`config.mk`:
```
export PLATFORM = sky130hd
export DESIGN_NAME = frac_baud_gen
export DESIGN_NICKNAME = d
export VERILOG_FILES = /design/src/rtl/frac_baud_pkg.sv /design/src/rtl/frac_baud_regs.sv /design/src/rtl/frac_baud_slot.sv /design/src/rtl/frac_baud_count.sv /design/src/rtl/frac_baud_gen.sv
export SDC_FILE = /design/constraint.sdc
export NUM_CORES = 1
export LEC_CHECK = 0
export BUFFER_PORTS_ARGS = -buffer_cell sky130_fd_sc_hd__clkbuf_2
export CAP_MARGIN = 5
export CORE_UTILIZATION = 49
export CTS_CLUSTER_SIZE = 8
export DETAILED_ROUTE_END_ITERATION = 8
export PLACE_DENSITY = 0.66
export SLEW_MARGIN = 5
export SYNTH_ARGS = -nofsm -noshare
export SYNTH_HDL_FRONTEND = slang
export SYNTH_SLANG_ARGS = --single-unit
export TNS_END_PERCENT = 20
```
`constraint.sdc`:
```
create_clock -name clk -period 5.18 [get_ports clk]
set_input_delay 0 -clock clk [delete_from_list [all_inputs] [get_ports clk]]
set_output_delay 0 -clock clk [all_outputs]
set_load 0.03 [all_outputs]
```
`src/rtl/frac_baud_pkg.sv`:
```
`timescale 1ns/1ps
// Shared constants and the register select encoding of the fractional
// baud tick generator. Assumes a bit period of sixteen oversample slots.
package frac_baud_pkg;
    localparam int SLOTS  = 16;
    localparam int SLOT_W = $clog2(SLOTS);
    localparam int MASK_W = SLOTS;
    localparam int DATA_W = 16;

    typedef enum logic [1:0] {
        SEL_DIV  = 2'd0,
        SEL_MASK = 2'd1,
        SEL_REM  = 2'd2,
        SEL_NONE = 2'd3
    } reg_sel_e;
endpackage

```
`src/rtl/frac_baud_regs.sv`:
```
`timescale 1ns/1ps
// Holding and active configuration registers.
// Writes land in holding registers. The active set copies them while the
// generator is disabled and at each bit-period boundary, so a running
// period never mixes old and new settings. Assumes DIV_W <= DATA_W.
module frac_baud_regs
    import frac_baud_pkg::*;
#(
    parameter int DIV_W = 12
) (
    input  logic              clk,
    input  logic              rst_n,
    input  logic              enable,
    input  logic              bit_tick,
    input  logic              wr_en,
    input  logic [1:0]        wr_addr,
    input  logic [DATA_W-1:0] wr_data,
    input  logic              mode_rem,
    output logic [DIV_W-1:0]  div_act,
    output logic [MASK_W-1:0] mask_act,
    output logic [SLOT_W-1:0] rem_act,
    output logic              mode_act
);
    logic [DIV_W-1:0]  div_hold;
    logic [MASK_W-1:0] mask_hold;
    logic [SLOT_W-1:0] rem_hold;
    logic              load_act;

    assign load_act = !enable || bit_tick;

    // Capture software writes into the holding registers.
    always_ff @(posedge clk) begin
        if (!rst_n) begin
            div_hold  <= '0;
            mask_hold <= '0;
            rem_hold  <= '0;
        end else if (wr_en) begin
            case (reg_sel_e'(wr_addr))
                SEL_DIV:  div_hold  <= wr_data[DIV_W-1:0];
                SEL_MASK: mask_hold <= wr_data[MASK_W-1:0];
                SEL_REM:  rem_hold  <= wr_data[SLOT_W-1:0];
                default:  ;
            endcase
        end
    end

    // Move holding values into the active set at a boundary or while idle.
    always_ff @(posedge clk) begin
        if (!rst_n) begin
            div_act  <= '0;
            mask_act <= '0;
            rem_act  <= '0;
            mode_act <= 1'b0;
        end else if (load_act) begin
            div_act  <= div_hold;
            mask_act <= mask_hold;
            rem_act  <= rem_hold;
            mode_act <= mode_rem;
        end
    end
endmodule

```
`src/rtl/frac_baud_slot.sv`:
```
`timescale 1ns/1ps
// Slot pointer and per-interval extension decision.
// Tracks which of the sixteen oversample slots is running. Tells the
// interval counter whether the current slot gets one extra clock, taken
// from the slot pattern or from the carry of a phase accumulator.
// Assumes os_tick marks the last clock of an interval.
module frac_baud_slot
    import frac_baud_pkg::*;
(
    input  logic              clk,
    input  logic              rst_n,
    input  logic              enable,
    input  logic              os_tick,
    input  logic [MASK_W-1:0] mask_act,
    input  logic [SLOT_W-1:0] rem_act,
    input  logic              mode_act,
    output logic              extra,
    output logic              bit_tick
);
    logic [SLOT_W-1:0] slot_q;
    logic [SLOT_W-1:0] phase_q;
    logic [SLOT_W:0]   phase_sum;

    assign phase_sum = {1'b0, phase_q} + {1'b0, rem_act};

    // Choose the source of the extra clock for the current slot.
    always_comb begin
        if (mode_act) extra = phase_sum[SLOT_W];
        else          extra = mask_act[slot_q];
    end

    assign bit_tick = os_tick && (slot_q == SLOT_W'(SLOTS - 1));

    // Advance the slot pointer and the phase on each oversample tick.
    always_ff @(posedge clk) begin
        if (!rst_n || !enable) begin
            slot_q  <= '0;
            phase_q <= '0;
        end else if (os_tick) begin
            slot_q  <= slot_q + 1'b1;
            phase_q <= bit_tick ? '0 : phase_sum[SLOT_W-1:0];
        end
    end
endmodule

```
`src/rtl/frac_baud_count.sv`:
```
`timescale 1ns/1ps
// Oversample interval counter.
// Counts reference clocks within one slot. It raises os_tick in the last
// clock, after div_act + 1 + extra clocks. Assumes extra is stable for
// the whole interval.
module frac_baud_count #(
    parameter int DIV_W = 12
) (
    input  logic             clk,
    input  logic             rst_n,
    input  logic             enable,
    input  logic [DIV_W-1:0] div_act,
    input  logic             extra,
    output logic             os_tick
);
    localparam int CNT_W = DIV_W + 1;

    logic [CNT_W-1:0] cnt_q;
    logic [CNT_W-1:0] last_val;

    assign last_val = {1'b0, div_act} + CNT_W'(extra);
    assign os_tick  = rst_n && enable && (cnt_q == last_val);

    // Count clocks in the slot and restart after the tick.
    always_ff @(posedge clk) begin
        if (!rst_n || !enable) cnt_q <= '0;
        else if (os_tick)      cnt_q <= '0;
        else                   cnt_q <= cnt_q + 1'b1;
    end
endmodule

```
`src/rtl/frac_baud_gen.sv`:
```
`timescale 1ns/1ps
// Fractional baud tick generator, top level.
// Links the configuration registers, the slot and extension logic and the
// interval counter. Produces a 16x oversample tick and a bit tick from the
// reference clock. Assumes a single clock domain for writes and ticks.
module frac_baud_gen
    import frac_baud_pkg::*;
#(
    parameter int DIV_W = 12
) (
    input  logic              clk,
    input  logic              rst_n,
    input  logic              enable,
    input  logic              wr_en,
    input  logic [1:0]        wr_addr,
    input  logic [DATA_W-1:0] wr_data,
    input  logic              mode_rem,
    output logic              os_tick,
    output logic              bit_tick
);
    logic [DIV_W-1:0]  div_act;
    logic [MASK_W-1:0] mask_act;
    logic [SLOT_W-1:0] rem_act;
    logic              mode_act;
    logic              extra;

    frac_baud_regs #(.DIV_W(DIV_W)) regs_i (
        .clk      (clk),
        .rst_n    (rst_n),
        .enable   (enable),
        .bit_tick (bit_tick),
        .wr_en    (wr_en),
        .wr_addr  (wr_addr),
        .wr_data  (wr_data),
        .mode_rem (mode_rem),
        .div_act  (div_act),
        .mask_act (mask_act),
        .rem_act  (rem_act),
        .mode_act (mode_act)
    );

    frac_baud_slot slot_i (
        .clk      (clk),
        .rst_n    (rst_n),
        .enable   (enable),
        .os_tick  (os_tick),
        .mask_act (mask_act),
        .rem_act  (rem_act),
        .mode_act (mode_act),
        .extra    (extra),
        .bit_tick (bit_tick)
    );

    frac_baud_count #(.DIV_W(DIV_W)) count_i (
        .clk     (clk),
        .rst_n   (rst_n),
        .enable  (enable),
        .div_act (div_act),
        .extra   (extra),
        .os_tick (os_tick)
    );
endmodule

```
Yosys cells after proc, flatten, opt, wreduce, memory -nomap -nowiden
Cells that the tools add are included.
- add/sub/neg operators: 4
- magnitude comparators: 1
- equal/unequal tests: 4
- muxes and demuxes: 4
- reduce and logical (&&, ||, !) cells: 12
- operator list (kind ; count):
    12-bit by 1-bit adder with 13-bit output ; 1
    13-bit by 1-bit adder with 13-bit output (second input constant) ; 1
    13-bit equality test ; 1
    2-bit AND reduction ; 3
    4-bit by 4-bit adder with 5-bit output ; 1
    4-bit by 5-bit less-than comparator with 1-bit output (second input constant) ; 1
    4-bit by 1-bit adder with 4-bit output (second input constant) ; 1
    1-bit binary-select mux with 4-bit select ; 1
    4-bit equality test (second input constant) ; 1
    4-bit 2-to-1 mux ; 1
    1-bit logical AND ; 3
    2-bit by 1-bit equality test with 1-bit output (second input constant) ; 1
    2-bit equality test (second input constant) ; 1
    1-bit logical NOT ; 2
    2-bit logical NOT ; 1
    1-bit logical OR ; 2
    1-bit 2-to-1 mux ; 2
    2-bit OR reduction ; 1
- register bits after elaboration: 86
- input bits: 23
- output and inout bits: 2
- word-level logic and storage cells: 35

Logic depth before layout (Yosys ltp)
Gate-level depths: netlist (run 1).
- depth in word-level cells: 8
- gate-level depth with buffers: 17
- depth with buffers taken out: 15

Modules after synthesis
A second synthesis (run 1) with hierarchy kept.
- cell total of the unflattened synthesis: 453
- area total of the unflattened synthesis: 4011.3 sq um
- by module, submodules not included (module ; instances ; cells an instance ; area an instance (sq um) ; seq. area each (sq um)):
    frac_baud_regs ; 1 ; 272 ; 2394.8 ; 1301.2
    frac_baud_count ; 1 ; 124 ; 1023.5 ; 260.2
    frac_baud_slot ; 1 ; 57 ; 593.1 ; 160.2

Worst setup path before layout (run 1)
OpenSTA, ideal clock, no wires.
- path type: reg2out
- start point: reg slot_i.slot_q[0]
- end point: out bit_tick
- arrival time: 3.924 ns
- required time: 5.180 ns
- slack: 1.256 ns
- stages on the path, launching flop included: 14
- buffers on the path: 1
- path through: dfxtp_1 > clkbuf_1 > mux4_2 > mux4_2 > nor2_1 > a21oi_1 > ha_1 > ha_1 > nand3_2 > o21ai_0 > a2111oi_4 > o2111a_1 > nand2_1 > nor3b_1
- word-level cells in the longest chain between the ends: 7
- elaborated cells between the ends (all ways): 8
- those cells by class: add/sub (1); eq/ne (2); mux (3); reduce/logical (2)
- RTL lines (what ; RTL line ; source):
    start, declared ; frac_baud_slot.sv:20 ; logic [SLOT_W-1:0] slot_q;
    start signal, assigned ; frac_baud_slot.sv:40 ; slot_q <= slot_q + 1'b1;
    1-bit binary-select mux with 4-bit select ; frac_baud_slot.sv:29 ; else extra = mask_act[slot_q];
    1-bit 2-to-1 mux (implied by the code) ; frac_baud_slot.sv:29 ;
    1-bit 2-to-1 mux ; frac_baud_slot.sv:28 ; if (mode_act) extra = phase_sum[SLOT_W];
    12-bit by 1-bit adder with 13-bit output ; frac_baud_count.sv:21 ; assign last_val = {1'b0, div_act} + CNT_W'(extra);
    13-bit equality test ; frac_baud_count.sv:22 ; assign os_tick = rst_n && enable && (cnt_q == last_val);
    1-bit logical AND ; frac_baud_count.sv:22 ;
    1-bit logical AND * ; frac_baud_slot.sv:32 ; assign bit_tick = os_tick && (slot_q == SLOT_W'(SLOTS - 1));
    end, declared ; frac_baud_gen.sv:19 ; output logic bit_tick
Every way passes the cells marked *; elsewhere a longest branch is shown, timed or not. The select of a mux whose other input is x is not followed.

Worst setup path after layout (run 1)
- start point: reg slot_i.slot_q[0]
- end point: reg regs_i.rem_act[3]
- word-level cells in the longest chain between the ends: 8
- elaborated cells between the ends (all ways): 9
- those cells by class: add/sub (1); eq/ne (2); mux (3); reduce/logical (3)
- RTL lines (what ; RTL line ; source):
    1-bit binary-select mux with 4-bit select ; frac_baud_slot.sv:29 ;
    1-bit 2-to-1 mux (implied by the code) ; frac_baud_slot.sv:29 ;
    1-bit 2-to-1 mux ; frac_baud_slot.sv:28 ;
    12-bit by 1-bit adder with 13-bit output ; frac_baud_count.sv:21 ;
    13-bit equality test ; frac_baud_count.sv:22 ;
    1-bit logical AND ; frac_baud_count.sv:22 ;
    1-bit logical AND * ; frac_baud_slot.sv:32 ;
    1-bit logical OR * ; frac_baud_regs.sv:29 ; assign load_act = !enable || bit_tick;
    end signal, assigned ; frac_baud_regs.sv:57 ; rem_act <= rem_hold;
    end, declared ; frac_baud_regs.sv:21 ; output logic [SLOT_W-1:0] rem_act,
Marks and branches as above.
A chain may end at the register's enable or synchronous reset.

==> results.toml, run 1 <==
[clock_tree]
clk_pin_slew_ns = 0.09
cts_sinks = 86
cts_inserted_buffers = 9
insertion_delay_ns = 0.36
tritoncts = "done"
cts_root_buf = "clkbuf_8"
htree_levels = 3
cts_resized = 0
clk_path_buf_depth = 2

[final_layout]
area_delta_synth_final_pct = 13.1
drive_gt1_frac = 0.122
fin_cells = 597
fillers = 741
final_cell_area_mm2 = 0.00474
final_nets = 520
diodes = 0

[route]
first_pass_iters = 4
drc = 0
vias = 3176
drtIter0Drc = 134
ant_nets = 0
routed_via_density = 5.32
routed_wl_um = 8610
wl_per_cell_um = 14.4

[critical_path]
crit_start = "slot_i.slot_q[0]$_SDFFE_PP0P_"
r2r_slack_ns = 0.87
crit_path_start_kind = "register"
critPathRequiredTime_ns = 5.45
r2r_cells = 13
cp_max_fo = 19
worstSetupPathType = "reg2reg"
critPathArrivalTime_ns = 4.58
endpoint_kind = "register"
r2r_start = "slot_i.slot_q[0]$_SDFFE_PP0P_"

[place]
place_ws_ns = 0.841
dp_hpwl_um = 6060
place.port_buffers = 24
dpl_cell_area_mm2 = 0.00435
dp_cells = 565
place_congestion = 0.862

[timing]
fin_ws_ns = 0.870
hold_viol_final = 0
period_share = 0.832
slew_headroom = 0.423
rsz0062_at_grt = "false"
finalMaxSlewViolations = 0
worst_slew_pin_slew_ns = 0.866
fin_setup_tns_ns = 0
skew_ns = 0.00857
report.final.setup_viol = 0
min_period_ns = 4.31
max_freq_mhz = 232

[global_route]
grt_pass1_vias = 3056
gr-total-overflow = 0
grt_pass1_wl_um = 14400
grt_max_degree = 100
track_usage = 0.210
antenna_found_initial = 0

[floorplan]
start_util = 0.507
fp-row-count = 33
core_mm2 = 0.00826
fp.dieW_um = 94.4
die_y_um = 94.4
pin_count = 25
die_area_mm2 = 0.00892

[logic_synthesis]
ys_ff_latch = 86
yosysWarnings = 0
ys_seq_area_frac = 0.411
async_reset_ff_frac = 0
synth_edf_count = 0
syn-cell-area_mm2 = 0.00419
synth_cell_types = 56
postSynthNetCount = 491
postSynthCellCount = 459
syn_avg_cell_area_um2 = 9.12
ys.flop_type = "dfxtp_1"

[pwr]
power.leakage_nw = 1.85
p_total_mw = 1.33
powerDensity_mw_per_mm2 = 281
peakVddDrop_mv = 0.154

[min_path]
min_path_cells = 3
hp-class = "in2reg"
min_from = "enable"

[job]
drv_cap = 0

[status]
status = "finished, final reports clean"
-- synthesized netlist by cell type, drive strengths merged, types with 4 or more instances --
master	n	area, µm²
ha	8	100
nand3	10	55.1
xnor2	9	78.8
nor4	4	25.0
clkbuf	18	67.6
nand2	108	408
o21ai	8	40.0
a21boi	17	128
mux2i	49	490
inv	10	37.5
nor2	19	71.3
buf	8	66.3
xor2	15	131
mux4	5	113
a21oi	12	60.1
and3	5	33.8
or4	4	30.0
nor2b	17	106
dfxtp	86	1720
-- where the power goes --
group,leakage (nW),internal (mW),switching (mW)
logic,1.05,0.0545,0.0652
clock network,0.104,0.274,0.248
registers,0.696,0.676,0.0135
-- routing by layer --
metal	vias to the layer above	routed length, µm	GRT usage	share of wire
met3	9	240	0.0338	0.028
met1	1499	4220	0.280	0.49
met5	-	0	0	0
met2	45	4030	0.339	0.47
met4	0	122	0.0846	0.014
li1	1623	-	-	-
-- through the flow --
step            util  hold slack (ns)
5_1_grt        0.574            0.170
6_report       0.574            0.151
3_3_place_gp   0.527            0.230
4_1_cts        0.574            0.137
2_1_floorplan      -            0.139
3_5_place_dp   0.527            0.245
-- critical path, cell delays in order (launching register included) --
cell and delay (ns):
dfxtp_1 0.55, mux4_2 0.54, mux4_2 0.47, nor2_1 0.09
a21oi_1 0.05, ha_1 0.23, ha_1 0.27, xnor2_1 0.15
a2111oi_0 0.41, a21oi_1 0.12, o2111a_1 0.25, a31oi_4 0.59
buf_12 0.27, mux2i_1 0.23
-- state kept, by name, indices dropped and copies added, names as in the netlist --
name              flops
regs_i.rem_act        4
regs_i.mask_hold     16
regs_i.mask_act      16
slot_i.slot_q         4
regs_i.div_hold      12
slot_i.phase_q        4
count_i.cnt_q        13
regs_i.mode_act       1
regs_i.rem_hold       4
regs_i.div_act       12
-- timing repair --
action / in CTS / in global routing
buffers inserted: 0 / 0
hold buffers: 17 / 0
endpoints found under the hold margin: 33 / 0
-- kinds of logic after synthesis --
group / count (synthesis) / synth area share
xor gates and xnor gates: 24 / 0.0502
DFF: 86 / 0.411
adders and majority gates: 9 / 0.0287
AOI/OAI and AO/OA: 55 / 0.0974
and+or+nand+nor: 192 / 0.220
buffers and inverters: 38 / 0.0457
muxes: 55 / 0.147
-- cell type report --
cell class	instances	area (µm²)	area share
clock buffer	9	124	0.0261
inverter	10	37.5	0.00792
timing repair buffer	46	340	0.0718
tap	105	131	0.0277
multi-input combinational	335	2290	0.483
sequential	86	1720	0.363
clock inverter	6	95.1	0.0201
-- path summary, 6_finish.rpt --
path,end
worst max-delay path,regs_i.rem_act[3]$_SDFFE_PN0P_
worst min-delay path,slot_i.phase_q[1]$_SDFFE_PP0P_
worst max register to register,regs_i.rem_act[3]$_SDFFE_PN0P_
worst min register to register,regs_i.mask_act[12]$_SDFFE_PN0P_
-- layout by cell type, fill, tap and decap left out, drive strengths merged, types with 2 or more instances in the layout --
cell / n
a2111oi: 2
a21boi: 17
a21o: 2
a21oi: 12
a31oi: 3
and3: 5
and3b: 2
and4: 3
buf: 5
bufinv: 2
clkbuf: 33
clkinvlp: 2
dfxtp: 86
dlygate4sd3: 17
ha: 8
inv: 12
mux2i: 49
mux4: 5
nand2: 108
nand3: 10
nand3b: 2
nand4: 3
nand4b: 2
nor2: 19
nor2b: 17
nor3: 3
nor3b: 3
nor4: 4
o21a: 3
o21ai: 8
or3: 2
or4: 4
xnor2: 9
xor2: 15
No activity file was read; power rests on OpenSTA's default activity.
==> inputs of run 2 (changes only) <==
--- a/config.mk
+++ b/config.mk
@@ -10,7 +10,7 @@
 export CORE_UTILIZATION = 49
 export CTS_CLUSTER_SIZE = 8
 export DETAILED_ROUTE_END_ITERATION = 8
-export PLACE_DENSITY = 0.66
+export PLACE_DENSITY = 0.69
 export SLEW_MARGIN = 5
 export SYNTH_ARGS = -nofsm -noshare
 export SYNTH_HDL_FRONTEND = slang
==> constraint.sdc (replaced) <==
create_clock -name clk -period 3.65 [get_ports clk]
set_input_delay 0 -clock clk [delete_from_list [all_inputs] [get_ports clk]]
set_output_delay 0 -clock clk [all_outputs]
set_load 0.03 [all_outputs]
==> results.toml, run 2 (synthesis gave the netlist of run 1 again) <==
[timing]
min_period_ns = 3.82
period_share = 1.05
max_freq_mhz = 262
skew_ns = 0.00947
fin_setup_tns_ns = -3.40
finalMaxSlewViolations = 0
worst_slew_pin_slew_ns = 0.887
rsz0062_at_grt = "true"
holdWs_ns = 0.165
fin_ws_ns = -0.168
slew_headroom = 0.409
report.final.setup_viol = 38
hold_viol_final = 0

[pwr]
p_total_mw = 1.96
peakVddDrop_mv = 0.274
p_switching_mw = 0.488
p_sw_frac = 0.249
powerDensity_mw_per_mm2 = 383
combPwrFrac = 0.124
p_int_mw = 1.48
power.leakage_nw = 2.01
clkPwrFrac = 0.378
p_seq_frac = 0.498

[critical_path]
r2r_slack_ns = -0.17
r2r_start = "slot_i.slot_q[0]$_SDFFE_PP0P_"
endpoint_kind = "register"
crit_path_end = "regs_i.div_act[2]$_SDFFE_PN0P_"
worstSetupPathType = "reg2reg"
crit_start = "slot_i.slot_q[0]$_SDFFE_PP0P_"
critPathArrivalTime_ns = 4.10
worstReg2RegEnd = "regs_i.div_act[2]$_SDFFE_PN0P_"
crit_path_start_kind = "register"
critPathRequiredTime_ns = 3.93
r2r_cells = 16
cp_max_fo = 16

[floorplan]
start_util = 0.507
die_y_um = 94.4
pin_count = 25
fp-row-count = 33
fp.dieW_um = 94.4
core_mm2 = 0.00826
die_area_mm2 = 0.00892

[status]
status = "finished, violations left"
failed_checks = "setup timing"

[final_layout]
final_nets = 543
diodes = 0
layout_common_cells = "nand2_1, dfxtp_1, mux2i_1, clkbuf_2, buf_4"
area_delta_synth_final_pct = 22.4
reg.largest.list = "regs_i.mask_act (16), regs_i.mask_hold (16), count_i.cnt_q (13)"
drive_gt1_frac = 0.203
final_common_cell = "nand2_1"
fillers = 716

[job]
drv_cap = 0

[route]
routed_via_density = 5.31
vias = 3299
routed_wl_um = 9410
drc = 0
wl_per_cell_um = 15.2
drtIter0Drc = 139
first_pass_iters = 4
ant_nets = 0

[min_path]
hp-class = "in2reg"

[global_route]
grt_pass1_vias = 3129
grt_pass1_wl_um = 14700
antenna_found_initial = 0
gr-total-overflow = 0
grt_max_degree = 56
track_usage = 0.212

[place]
dp_hpwl_um = 6010
place_ws_ns = -0.214
place.port_buffers = 24
place_congestion = 0.902

[clock_tree]
insertion_delay_ns = 0.36
cts_sinks = 86
cts_root_buf = "clkbuf_8"
htree_levels = 3
cts_inserted_buffers = 9
tritoncts = "done"
clk_pin_slew_ns = 0.09
clk_path_buf_depth = 2
[run 2: timing repair]
item / 4_1_cts / 5_1_grt
gates resized for setup: 14 / 28
buffers inserted: 3 / 7
setup endpoints to repair: 54 / 54
hold buffers: 17 / 0
cloned: 0 / 3
pin swaps: 6 / 18
hold endpoints to repair: 33 / 0
[run 2: how the worst min path moves through the flow]
| stage | from | to | slack (ns) | cells past startpoint |
|---|---|---|---|---|
| 2_1_floorplan | mode_rem | regs_i.mode_act$_SDFFE_PN0P_ | 0.14 | 2 |
| 3_3_place_gp | mode_rem | regs_i.mode_act$_SDFFE_PN0P_ | 0.23 | 3 |
| 3_5_place_dp | mode_rem | regs_i.mode_act$_SDFFE_PN0P_ | 0.24 | 3 |
| 4_1_cts | enable | slot_i.slot_q[0]$_SDFFE_PP0P_ | 0.14 | 3 |
| 5_1_grt | enable | slot_i.phase_q[0]$_SDFFE_PP0P_ | 0.19 | 3 |
| 6_report | enable | slot_i.slot_q[0]$_SDFFE_PP0P_ | 0.17 | 3 |
[run 2: layout make-up]
class                           instances  area (µm²)  area share
Multi-Input combinational cell        335        2410       0.470
Sequential cell                        86        1730       0.337
Timing Repair Buffer                   69         597       0.117
Tap cell                              105         131      0.0256
Clock buffer                            9         124      0.0242
Clock inverter                          7        96.3      0.0188
Inverter                               10        37.5     0.00733
[run 2: layer usage]
metal	wire length (µm)	GRT usage	up-vias
met3	346	0.0419	19
met2	4520	0.345	75
met1	4370	0.281	1533
li1	-	-	1672
met4	179	0.0692	0
met5	0	0	-
[run 2: power by group through the flow]
stage / clock (mW) / sequential [mW] / combinational [mW]
6_report: 0.743 / 0.978 / 0.243
5_1_grt: 0.799 / 0.982 / 0.264
4_1_cts: 0.756 / 0.978 / 0.197
3_5_place_dp: 0 / 0.999 / 0.171
3_3_place_gp: 0 / 0.998 / 0.168
2_1_floorplan: 0 / 0.991 / 0.127
[run 2: critical path: stages (launching register included)]
cell and delay [ns]:
dfxtp_4 0.40, mux4_2 0.52, mux4_2 0.48, nor2_2 0.09, a21oi_1 0.05, ha_2 0.20
buf_4 0.14, and4_4 0.21, o211a_1 0.12, o21a_1 0.23, o2111a_2 0.30, buf_4 0.14
buf_6 0.11, a31oi_4 0.17, buf_12 0.15, clkbuf_16 0.20, mux2i_1 0.22
[run 2: metrics by stage]
| step | utilization | area (µm²) | cells |
|---|---|---|---|
| 2_1_floorplan | - | 4200 | 459 |
| 3_3_place_gp | 0.536 | 4430 | 575 |
| 3_5_place_dp | 0.536 | 4430 | 575 |
| 4_1_cts | 0.591 | 4880 | 611 |
| 5_1_grt | 0.620 | 5120 | 621 |
| 6_report | 0.620 | 5120 | 621 |
